File: src/rtl/flash_reset_pkg.sv
package flash_reset_pkg;
  // Strobes from the control module to the counting datapath.
  typedef struct packed {
    logic accept;    // reset pulse accepted on this edge
    logic pickLong;  // recovery loaded on this edge is the long one
  } rstStrobe_t;
endpackage

File: src/rtl/flash_reset_ctrl.sv
module flash_reset_ctrl
  import flash_reset_pkg::*;
#(
  parameter int PULSE_MIN = 4
) (
  input  logic       clk,
  input  logic       rstN,
  input  logic       hwResetN,
  input  logic       engineBusy,
  input  logic       longBusy,
  input  logic       drainDone,
  output rstStrobe_t strb,
  output logic       seqActive,
  output logic       abortReq,
  output logic       readArrayCmd
);
  localparam int PW = $clog2(PULSE_MIN + 1);
  localparam logic [PW-1:0] LOW_SAT  = PW'(PULSE_MIN);
  localparam logic [PW-1:0] LOW_LAST = PW'(PULSE_MIN - 1);

  logic [PW-1:0] lowCnt;

  always_comb begin
    strb.accept   = !hwResetN && (lowCnt == LOW_LAST);
    strb.pickLong = engineBusy || longBusy;
  end

  always_ff @(posedge clk or negedge rstN) begin
    if (!rstN) begin
      lowCnt       <= '0;
      seqActive    <= 1'b0;
      abortReq     <= 1'b0;
      readArrayCmd <= 1'b0;
    end else begin
      if (hwResetN)              lowCnt <= '0;
      else if (lowCnt != LOW_SAT) lowCnt <= lowCnt + 1'b1;
      abortReq     <= strb.accept && engineBusy;
      readArrayCmd <= strb.accept;
      seqActive    <= strb.accept || (seqActive && !drainDone);
    end
  end

  // A sequence only starts together with a read-array command
  assert_start_with_cmd_R5: assert property (@(posedge clk) disable iff (!rstN)
    $rose(seqActive) |-> readArrayCmd);
  // An abort is always accompanied by the return to read-array mode
  assert_abort_with_cmd_R3: assert property (@(posedge clk) disable iff (!rstN)
    abortReq |-> readArrayCmd);
  // The read-array command is a single-cycle pulse
  assert_cmd_one_cycle_R4: assert property (@(posedge clk) disable iff (!rstN)
    readArrayCmd |=> !readArrayCmd);
  // Access may resume only after the pin was seen high
  assert_release_on_high_R8: assert property (@(posedge clk) disable iff (!rstN)
    $fell(seqActive) |-> $past(hwResetN));
endmodule

File: src/rtl/flash_reset_dp.sv
module flash_reset_dp
  import flash_reset_pkg::*;
#(
  parameter int LONG_RECOV  = 20,
  parameter int SHORT_RECOV = 6,
  parameter int READ_HOLD   = 3
) (
  input  logic       clk,
  input  logic       rstN,
  input  logic       hwResetN,
  input  rstStrobe_t strb,
  output logic       longBusy,
  output logic       drainDone
);
  localparam int MAXV = (LONG_RECOV > READ_HOLD) ? LONG_RECOV : READ_HOLD;
  localparam int CW   = $clog2(MAXV + 1);
  localparam logic [CW-1:0] LONG_V  = CW'(LONG_RECOV);
  localparam logic [CW-1:0] SHORT_V = CW'(SHORT_RECOV);
  localparam logic [CW-1:0] HOLD_V  = CW'(READ_HOLD);

  logic [CW-1:0] recCnt, holdCnt, recNext, holdNext;
  logic          longNext;

  always_comb begin
    if (strb.accept)       recNext = strb.pickLong ? LONG_V : SHORT_V;
    else if (recCnt != '0) recNext = recCnt - 1'b1;
    else                   recNext = '0;

    if (!hwResetN)          holdNext = HOLD_V;
    else if (holdCnt != '0) holdNext = holdCnt - 1'b1;
    else                    holdNext = '0;

    longNext  = strb.accept ? strb.pickLong : (longBusy && (recCnt > CW'(1)));
    drainDone = (recNext == '0) && (holdNext == '0);
  end

  always_ff @(posedge clk or negedge rstN) begin
    if (!rstN) begin
      recCnt   <= '0;
      holdCnt  <= '0;
      longBusy <= 1'b0;
    end else begin
      recCnt   <= recNext;
      holdCnt  <= holdNext;
      longBusy <= longNext;
    end
  end

  // Recovery counts down one per cycle unless reloaded
  assert_rec_countdown_R6: assert property (@(posedge clk) disable iff (!rstN)
    (!strb.accept && recCnt != '0) |=> (recCnt == $past(recCnt) - CW'(1)));
  // Long busy never outlives its count
  assert_long_has_count_R6: assert property (@(posedge clk) disable iff (!rstN)
    longBusy |-> (recCnt != '0));
  // Any low sample rearms the release hold
  assert_hold_rearm_R8: assert property (@(posedge clk) disable iff (!rstN)
    !hwResetN |=> (holdCnt == HOLD_V));
endmodule

File: src/rtl/flash_reset_seq.sv
module flash_reset_seq
  import flash_reset_pkg::*;
#(
  parameter int PULSE_MIN   = 4,   // >= 1
  parameter int LONG_RECOV  = 20,  // >= SHORT_RECOV, >= 1
  parameter int SHORT_RECOV = 6,
  parameter int READ_HOLD   = 3    // >= 1
) (
  input  logic clk,
  input  logic rstN,
  input  logic hwResetN,
  input  logic engineBusy,
  output logic abortReq,
  output logic readArrayCmd,
  output logic busTristate,
  output logic accessIgnore,
  output logic rdyBusy
);
  rstStrobe_t strb;
  logic longBusy, drainDone, seqActive;

  flash_reset_ctrl #(.PULSE_MIN(PULSE_MIN)) u_ctrl (
    .clk(clk), .rstN(rstN), .hwResetN(hwResetN), .engineBusy(engineBusy),
    .longBusy(longBusy), .drainDone(drainDone), .strb(strb),
    .seqActive(seqActive), .abortReq(abortReq), .readArrayCmd(readArrayCmd)
  );

  flash_reset_dp #(
    .LONG_RECOV(LONG_RECOV), .SHORT_RECOV(SHORT_RECOV), .READ_HOLD(READ_HOLD)
  ) u_dp (
    .clk(clk), .rstN(rstN), .hwResetN(hwResetN), .strb(strb),
    .longBusy(longBusy), .drainDone(drainDone)
  );

  assign busTristate  = seqActive;
  assign accessIgnore = seqActive;
  assign rdyBusy      = !(engineBusy || longBusy);

  // Output drivers stay off while the pin is held low inside a sequence
  assert_tristate_in_reset_R5: assert property (@(posedge clk) disable iff (!rstN)
    (busTristate && !hwResetN) |=> busTristate);
endmodule

File: config.mk
export PLATFORM = sky130hd
export DESIGN_NAME = flash_reset_seq
export DESIGN_NICKNAME = d
export VERILOG_FILES = /design/src/rtl/flash_reset_pkg.sv /design/src/rtl/flash_reset_ctrl.sv /design/src/rtl/flash_reset_dp.sv /design/src/rtl/flash_reset_seq.sv
export SDC_FILE = /design/constraint.sdc
export NUM_CORES = 1
export LEC_CHECK = 0
export BUFFER_PORTS_ARGS = -buffer_cell sky130_fd_sc_hd__buf_2
export CAP_MARGIN = 0
export CORE_MARGIN = 2
export CORE_UTILIZATION = 56
export CTS_BUF_LIST = sky130_fd_sc_hd__clkbuf_16
export CTS_CLUSTER_SIZE = 40
export DETAILED_ROUTE_END_ITERATION = 10
export PLACE_DENSITY = 0.76
export SYNTH_ARGS = -nofsm -noshare
export SYNTH_HDL_FRONTEND = slang
export SYNTH_SLANG_ARGS = --single-unit
File: constraint.sdc
create_clock -name clk -period 2.1 [get_ports clk]
set_clock_uncertainty 0.2 [all_clocks]
set_input_delay 0.105 -clock clk [delete_from_list [all_inputs] [get_ports clk]]
set_output_delay 0.105 -clock clk [all_outputs]
set_load 0.05 [all_outputs]
======== Yosys cells after proc, flatten, opt, wreduce, memory -nomap -nowiden ========
Cells that the tools add are included.
word-level totals
  register bits ........................... 17
  input port bits ......................... 4
  logic and storage cells ................. 36
operators by class
  $add $sub $neg .......................... 3
  magnitude comparators ................... 1
  eq/ne operators ......................... 2
  muxes and demuxes ....................... 8
  reductions and logical operators ........ 15
operators by type and width
  cell                                                                    number
  5-bit two-way mux                                                       5
  5-bit zero test                                                         2
  5-bit nonzero test                                                      2
  5-bit by 1-bit subtractor with 5-bit output (second input constant)     2
  3-bit two-way mux                                                       2
  5-bit by 1-bit > comparator with 1-bit output (second input constant)   1
  1-bit logical AND                                                       5
  3-bit by 1-bit adder with 3-bit output (second input constant)          1
  3-bit by 2-bit equality test with 1-bit output (second input constant)  1
  1-bit zero test                                                         3
  3-bit inequality test (second input constant)                           1
  1-bit logical OR                                                        2
  2-bit nonzero test                                                      1
  1-bit two-way mux                                                       1

======== Logic depth before layout (Yosys ltp) ========
Gate-level depths: netlist (run 1).
  word-level depth ........................ 8
  mapped depth ............................ 7

======== By module ========
Synthesis (run 1) repeated with hierarchy kept, for this count alone.
unflattened totals
  cells, all modules ...................... 90
  area, all modules ....................... 933.4 µm²
modules (own cells, without submodules)
  module            instances  cells each  area each (µm²)  seq. area each (µm²)
  flash_reset_dp    1          63          640.6            275.3
  flash_reset_ctrl  1          25          281.5            150.1
  flash_reset_seq   1          2           11.3             0.0

======== Worst setup path before layout (run 1) ========
No wires, ideal clock.
  kind .................................... flip-flop to flip-flop
  from .................................... register u_dp.recCnt[0]
  to ...................................... register u_dp.recCnt[4]
  library setup time ...................... 0.077 ns
  arrival ................................. 1.465 ns
  data required time ...................... 1.823 ns
  setup slack ............................. 0.358 ns
  stages on the path, launching flop included .. 6
  path buffers ............................ 0
  clock period less this slack ............ 1.742 ns
  cell sequence ........................... dfrtp_1 inv_1 ha_1 or3b_4 or3_1 a21oi_1
between the ends
  longest elaborated chain between the ends .. 3
RTL lines
  element                                                                                   line                  source
  start: declaration                                                                        flash_reset_dp.sv:21  logic [CW-1:0] recCnt, holdCnt, recNext, holdNext;
  start signal: assignment                                                                  flash_reset_dp.sv:43  recCnt <= recNext;
  5-bit by 1-bit subtractor with 5-bit output / 5-bit nonzero test (equally long branches)  flash_reset_dp.sv:26  else if (recCnt != '0) recNext = recCnt - 1'b1;
  5-bit two-way mux (*)                                                                     flash_reset_dp.sv:26
  5-bit two-way mux (*)                                                                     flash_reset_dp.sv:25  if (strb.accept) recNext = strb.pickLong ? LONG_V : SHORT_V;
  net u_dp.recNext[4]                                                                       flash_reset_dp.sv:21
Mark *: on every way through the listed nets, which the timed path passes. The rest lies on a longest branch.
A chain may end at the register's enable or synchronous reset.

======== Final worst setup path (run 1) ========
  from .................................... register u_dp.holdCnt[0]
  to ...................................... register u_ctrl.seqActive
between the ends
  longest elaborated chain between the ends .. 8
RTL lines
  element                                                                                   line                    source
  start: declaration                                                                        flash_reset_dp.sv:21
  start signal: assignment                                                                  flash_reset_dp.sv:44    holdCnt <= holdNext;
  5-bit by 1-bit subtractor with 5-bit output / 5-bit nonzero test (equally long branches)  flash_reset_dp.sv:30    else if (holdCnt != '0) holdNext = holdCnt - 1'b1;
  5-bit two-way mux (*)                                                                     flash_reset_dp.sv:30
  5-bit two-way mux (*)                                                                     flash_reset_dp.sv:29    if (!hwResetN) holdNext = HOLD_V;
  5-bit zero test (*)                                                                       flash_reset_dp.sv:34    drainDone = (recNext == '0) && (holdNext == '0);
  1-bit logical AND (*)                                                                     flash_reset_dp.sv:34
  1-bit zero test (*)                                                                       flash_reset_ctrl.sv:39  seqActive <= strb.accept || (seqActive && !drainDone);
  1-bit logical AND (*)                                                                     flash_reset_ctrl.sv:39
  1-bit logical OR (*)                                                                      flash_reset_ctrl.sv:39
  end signal: assignment                                                                    flash_reset_ctrl.sv:39
  end: declaration                                                                          flash_reset_ctrl.sv:13  output logic seqActive,
Every way passes the cells marked *; elsewhere a longest branch is shown, timed or not.

==> out/qor.yml, run 1 <==
status: "finished, final reports clean"
max_freq_ghz: 0.5182
cts_htree_levels: 1
highest_layer: "met4"
arrival_ns: 1.84
hold_class: "primary input to asynchronous set/reset pin"
final-setup-viol-count: 0
dieArea_mm2: 0.001982
ant_nets: 0
syn_area_um2: 919.6
grt_pass1_vias: 644
synth_area_leaders: "dfrtp_1, ha_1, nor2_1"
grt_overflow: 0
yosys-top-cells-count: "dfrtp_1, nor2_1, inv_1"
critPathRequiredTime_ns: 2.01
vias: 675
clk_latency_ns: 0.24
critical_path_class: "register to register"
syn_to_final_growth_pct: 16.46
drv_slew: 0
crit_slowest_cell: "nor4b_1"
fillerInstances: 110
cp-end-kind: "register"
antenna_found_initial: 0
finalSetupTns_ns: 0
max_cap_viol_count: 0
endpoint: "u_ctrl.seqActive"
setup.worst_path.start: "u_dp.holdCnt[0]"
cts_resized: 0
clk_pin_slew_worst_paths_ns: 0.05
grt_pass1_wl_um: 2725
start_util: 0.6034
root_buffer: "clkbuf_16"
period_share: 0.9190
post-place-cells: 116
stdcell_count: 123
ys_seq_area_frac: 0.4626
synthArstFlopShare: 1.000
yosys_warnings: 0
grt_max_degree: 18
grt_use_total: 0.1933
avgRoutedWirePerCell_um: 12.85
core_mm2: 0.001524
rsz0062_at_grt: "false"
regArea_um2: 425.4
synth.distinct_cells: 29
min_period_ns: 1.930
numCtsBuffers: 3
drt_iter0_markers: 33
total_power_mw: 1.504
place_congestion: 0.8332
fin_nets: 120
dieHeight_um: 44.53
drt_first_pass_iters: 4
cp_max_fo: 5
clockBufferDepth: 2
start_kind: "register"
yosysTopAreaCell: "dfrtp_1"
synth_edf_count: 0
ios: 9
hpwl_um: 1152
multi_input_area_um2: 437.9
syn_inst: 94
wirelength_um: 1581
wl_met2_um: 714
regToRegEndpoint: "u_ctrl.seqActive"
r2r_cells: 6
io_buffers: 8
total_leakage_power_nw: 0.5158
row_count: 14
peakVddDrop_mv: 0.7072
power_density_mw_per_mm2: 1404
hold_violations: 0
wl_met3_um: 50
synth_top_area_frac: 0.4626
cpPeakStageDelay_ns: 0.45
synth_fp_nets: 106
syn_avg_cell_area_um2: 9.783
yosysMostFrequentCell: "dfrtp_1"
r2r_slack_ns: 0.17
worstPathCellList: "inv_1 -> ha_1 -> nor4b_1 -> a21oi_1 -> nor4_1 -> a31oi_1"
fp.dieW_um: 44.53
routed_via_density: 5.488
wirelength_met1_um: 798
ys.flop_type: "dfrtp_1"
num_antenna_cells: 0
drc: 0
clkSinkCount: 17
slew_headroom: 0.6511
timing.rr.start: "u_dp.holdCnt[0]"
ys_ff_latch: 17
drive_gt1_frac: 0.1589
cts_tree: "yes"
worst_pin_slew_ns: 0.5161
==> flip-flops by register name, summed over array words and instances (netlist names) <==
name,count
u_dp.holdCnt,5
u_dp.recCnt,5
u_ctrl.lowCnt,3
u_ctrl.abortReq,1
u_ctrl.readArrayCmd,1
u_ctrl.seqActive,1
u_dp.longBusy,1
==> metrics by stage <==
stage,hold WS [ns],cell area (um2),util,setup slack (ns)
after floorplan,-0.3906,919.6,-,0.3577
after global placement,-0.1556,960.9,0.6305,0.1877
after detailed placement,-0.1515,960.9,0.6305,0.1425
after CTS,0.1232,1071,0.7028,0.1293
after global routing,0.1633,1071,0.7028,0.007307
final,0.1177,1071,0.7028,0.1702
==> power by group <==
| part | internal (mW) | total [mW] | switching (mW) |
|---|---|---|---|
| Clock | 0.254 | 0.374 | 0.119 |
| Sequential | 0.434 | 0.553 | 0.118 |
| Combinational | 0.246 | 0.578 | 0.331 |
| Total | 0.935 | 1.50 | 0.569 |
==> what timing repair did <==
| item | 4_1_cts | 5_1_grt |
|---|---|---|
| hold buffers | 3 | 0 |
| setup endpoints to repair | 0 | 0 |
| buffers inserted | 0 | 0 |
| hold endpoints to repair | 26 | 0 |
==> worst min path at each step <==
stage	from	endpoint	slack (ns)	cells after the start
2_1_floorplan	rstN	u_ctrl.abortReq	-0.39	0
3_3_place_gp	rstN	u_dp.recCnt[2]	-0.16	1
6_report	rstN	u_dp.holdCnt[3]	0.12	2
3_5_place_dp	rstN	u_dp.recCnt[3]	-0.15	1
5_1_grt	rstN	u_dp.recCnt[3]	0.16	2
4_1_cts	rstN	u_ctrl.seqActive	0.12	2
==> logic make-up after synthesis <==
group / synth area share
compound gates: 0.1197
xor+xnor: 0.04762
fa+ha+maj: 0.1088
buf+inv: 0.06122
flops: 0.4626
mux: 0.01088
simple gates: 0.1891
==> cells in the final DEF (no fill, tap or decap), drive strengths merged, types with 2 or more instances in the layout <==
master	netlist	routed
a21oi	5	5
a2bb2oi	2	2
buf	2	8
clkbuf	0	3
dfrtp	17	17
dlygate4sd3	0	3
ha	8	8
inv	10	10
nand2	4	4
nand2b	2	2
nand3	2	2
nor2	12	12
nor3	5	5
o21ai	5	5
or2	2	2
xnor2	5	5
==> layer usage <==
layer | vias up | global-route usage
li1 | 342 | -
met1 | 319 | 0.2559
met2 | 12 | 0.2870
met3 | 2 | 0.03673
met4 | 0 | 0.1273
met5 | - | 0
==> worst max-delay path, delay by kind of cell, from the launching register on <==
kind | cells | cell delay (ns)
flops | 1 | 0.41
simple gates | 2 | 0.71
fa+ha+maj | 1 | 0.17
compound gates | 2 | 0.22
buf+inv | 1 | 0.09
==> layout make-up <==
class / count / share of cell area
timing repair buffer: 11 / 0.06542
sequential: 17 / 0.3972
tap: 16 / 0.01869
clock buffer: 3 / 0.07009
inverter: 10 / 0.03505
multi-input combinational: 65 / 0.4089
clock inverter: 1 / 0.004673
(Power assumes the default switching activity.)
==> run 2: changes to the inputs <==
--- a/config.mk
+++ b/config.mk
@@ -5,6 +5,8 @@
 export SDC_FILE = /design/constraint.sdc
 export NUM_CORES = 1
 export LEC_CHECK = 0
+export ABC_AREA = 1
+export ABC_CLOCK_PERIOD_IN_PS = 2100
 export BUFFER_PORTS_ARGS = -buffer_cell sky130_fd_sc_hd__buf_2
 export CAP_MARGIN = 0
 export CORE_MARGIN = 2
==> out/qor.yml, run 2 <==
status: "finished, final reports clean"  # unchanged
worst_pin_slew_ns: 0.3850  # was 0.5161 ns
syn_inst: 116  # was 94
critical_path_class: "register to register"  # unchanged
period_share: 0.8731  # was 0.9190
total_leakage_power_nw: 0.6553  # was 0.5158 nW
arrival_ns: 1.77  # was 1.84 ns
cp-end-kind: "register"  # unchanged
num_antenna_cells: 0  # unchanged
ios: 9  # unchanged
vias: 726  # was 675
routed_via_density: 4.939  # was 5.488
yosysTopAreaCell: "dfrtp_1"  # unchanged
grt_overflow: 0  # unchanged
grt_max_degree: 18  # unchanged
hpwl_um: 1208  # was 1152 um
design_area_mm2: 0.001137  # was 0.001071 mm2
cts_htree_levels: 1  # unchanged
rsz0062_at_grt: "false"  # unchanged
dieHeight_um: 45.72  # was 44.53 um
fin_nets: 143  # was 120
post_dp_cell_area_mm2: 0.001028  # was 960.9 um2
wirelength_um: 1697  # was 1581 um
finalSetupTns_ns: 0  # unchanged
clockBufferDepth: 2  # unchanged
setup.worst_path.start: "u_ctrl.lowCnt[0]"  # was u_dp.holdCnt[0]
ys.flop_type: "dfrtp_1"  # unchanged
drt_first_pass_iters: 4  # unchanged
total_power_mw: 1.530  # was 1.504 mW
synth_edf_count: 0  # unchanged
dieArea_mm2: 0.002090  # was 0.001982 mm2
hold_violations: 0  # unchanged
fillerInstances: 153  # was 110
clkSinkCount: 17  # unchanged
core_mm2: 0.001689  # was 0.001524 mm2
avgRoutedWirePerCell_um: 11.54  # was 12.85 um
syn_area_um2: 974.7  # was 919.6 um2
synth_area_leaders: "dfrtp_1, ha_1, inv_1"  # was dfrtp_1, ha_1, nor2_1
drv_slew: 0  # unchanged
min_period_ns: 1.834  # was 1.930 ns
hold_slack_ns: 0.1526  # was 0.1177 ns
synthArstFlopShare: 1.000  # unchanged
slew_headroom: 0.7433  # was 0.6511
drt_iter0_markers: 9  # was 33
max_cap_viol_count: 0  # unchanged
grt_pass1_wl_um: 2822  # was 2725 um
drive_gt1_frac: 0.2000  # was 0.1589
clk_latency_ns: 0.24  # about the same
syn_avg_cell_area_um2: 8.402  # was 9.783 um2
peakVddDrop_mv: 0.8869  # was 0.7072 mV
numCtsBuffers: 3  # unchanged
io_buffers: 8  # unchanged
drc: 0  # unchanged
grt_use_total: 0.1957  # was 0.1933
ys_ff_latch: 17  # unchanged
place_congestion: 0.7930  # was 0.8332
start_util: 0.5770  # was 0.6034
yosys_warnings: 0  # unchanged
reg_top3: "u_dp.holdCnt (5), u_dp.recCnt (5), u_ctrl.lowCnt (3)"  # unchanged
start_kind: "register"  # unchanged
critPathRequiredTime_ns: 2.04  # was 2.01 ns
fp.dieW_um: 45.72  # was 44.53 um
synth_fp_nets: 128  # was 106
ant_nets: 0  # unchanged
regArea_um2: 425.4  # unchanged
timing.rr.start: "u_ctrl.lowCnt[0]"  # was u_dp.holdCnt[0]
multi_input_area_um2: 437.9  # unchanged
max_freq_ghz: 0.5454  # was 0.5182 GHz
layout.cells.most_common: "inv_1"  # was dfrtp_1
cts_resized: 0  # unchanged
syn_to_final_growth_pct: 16.69  # was 16.46%
row_count: 15  # was 14
root_buffer: "clkbuf_16"  # unchanged
ys_seq_area_frac: 0.4365  # was 0.4626
cp_max_fo: 6  # was 5
cts_tree: "yes"  # unchanged
synth_top_area_frac: 0.4365  # was 0.4626
final-setup-viol-count: 0  # unchanged
yosysMostFrequentCell: "inv_1"  # was dfrtp_1
synth.distinct_cells: 21  # was 29
post-route-util: 0.6733  # was 0.7028
hold_class: "primary input to asynchronous set/reset pin"  # unchanged
grt_pass1_vias: 681  # was 644
clk_pin_slew_worst_paths_ns: 0.05  # about the same
power_density_mw_per_mm2: 1345  # was 1404 mW/mm2
yosys-top-cells-count: "inv_1, nand2_1, dfrtp_1"  # was dfrtp_1, nor2_1, inv_1
antenna_found_initial: 0  # unchanged
cts_setup_buffers: 0  # unchanged
final_cell_mix: "inv_1, nand2_1, dfrtp_1"  # was dfrtp_1, nor2_1, inv_1, ha_1, buf_2
-- run 2: layout make-up --
type | count | share of cell area
flip-flops and latches | 17 | 0.3740
clock inverters | 1 | 0.003300
repair buffers | 11 | 0.06161
inverters | 27 | 0.09131
well taps | 17 | 0.01870
multi-input cells | 71 | 0.3850
clock buffers | 3 | 0.06601
-- run 2: metrics by stage --
step	setup slack, ns	std cells
after floorplan	0.4282	116
after global placement	0.2921	140
after detailed placement	0.2654	140
after CTS	0.2595	147
after global routing	0.1313	147
final	0.2665	147
-- run 2: power by group --
| part | switching (mW) | leakage [nW] | internal [mW] | total [mW] |
|---|---|---|---|---|
| Clock | 0.116 | 0.0423 | 0.252 | 0.368 |
| Combinational | 0.441 | 0.398 | 0.212 | 0.654 |
| Sequential | 0.0799 | 0.215 | 0.428 | 0.508 |
| Total | 0.637 | 0.655 | 0.893 | 1.53 |
-- run 2: cell families after synthesis --
family	Yosys count	synth area share
compound gates	13	0.09501
xor+xnor	2	0.01798
buf+inv	28	0.1143
flops	17	0.4365
fa+ha+maj	8	0.1027
simple gates	48	0.2336
-- run 2: final timing paths --
kind                                    end  slack (ns)  depth (start not counted)
max                        u_ctrl.seqActive        0.27                         10
min in group clk           u_ctrl.lowCnt[0]        0.30                          1
min reg2reg                u_ctrl.lowCnt[0]        0.30                          1
max reg2reg                u_ctrl.seqActive        0.27                         10
max in group asynchronous    u_dp.recCnt[2]        1.27                          2
min                           u_dp.longBusy        0.15                          2
-- run 2: critical path, stage by stage (launching register included) --
cell and delay [ns]:
dfrtp_1 0.40, ha_1 0.21, ha_1 0.21, nand2_4 0.12
inv_4 0.06, o21ai_4 0.06, inv_1 0.05, a21oi_1 0.19
nand3_1 0.11, nand2_1 0.07, nand2_1 0.04
-- run 2: layer usage --
metal	vias to the layer above	wire (um)	track usage
met1	334	758	0.2406
met2	10	885	0.3239
met3	4	30	0.03571
met4	0	23	0.1029
met5	-	0	0
li1	378	-	-
-- run 2: repair_timing --
action,CTS,global route
hold buffers,3,0
setup endpoints to repair,0,0
hold endpoints to repair,22,0
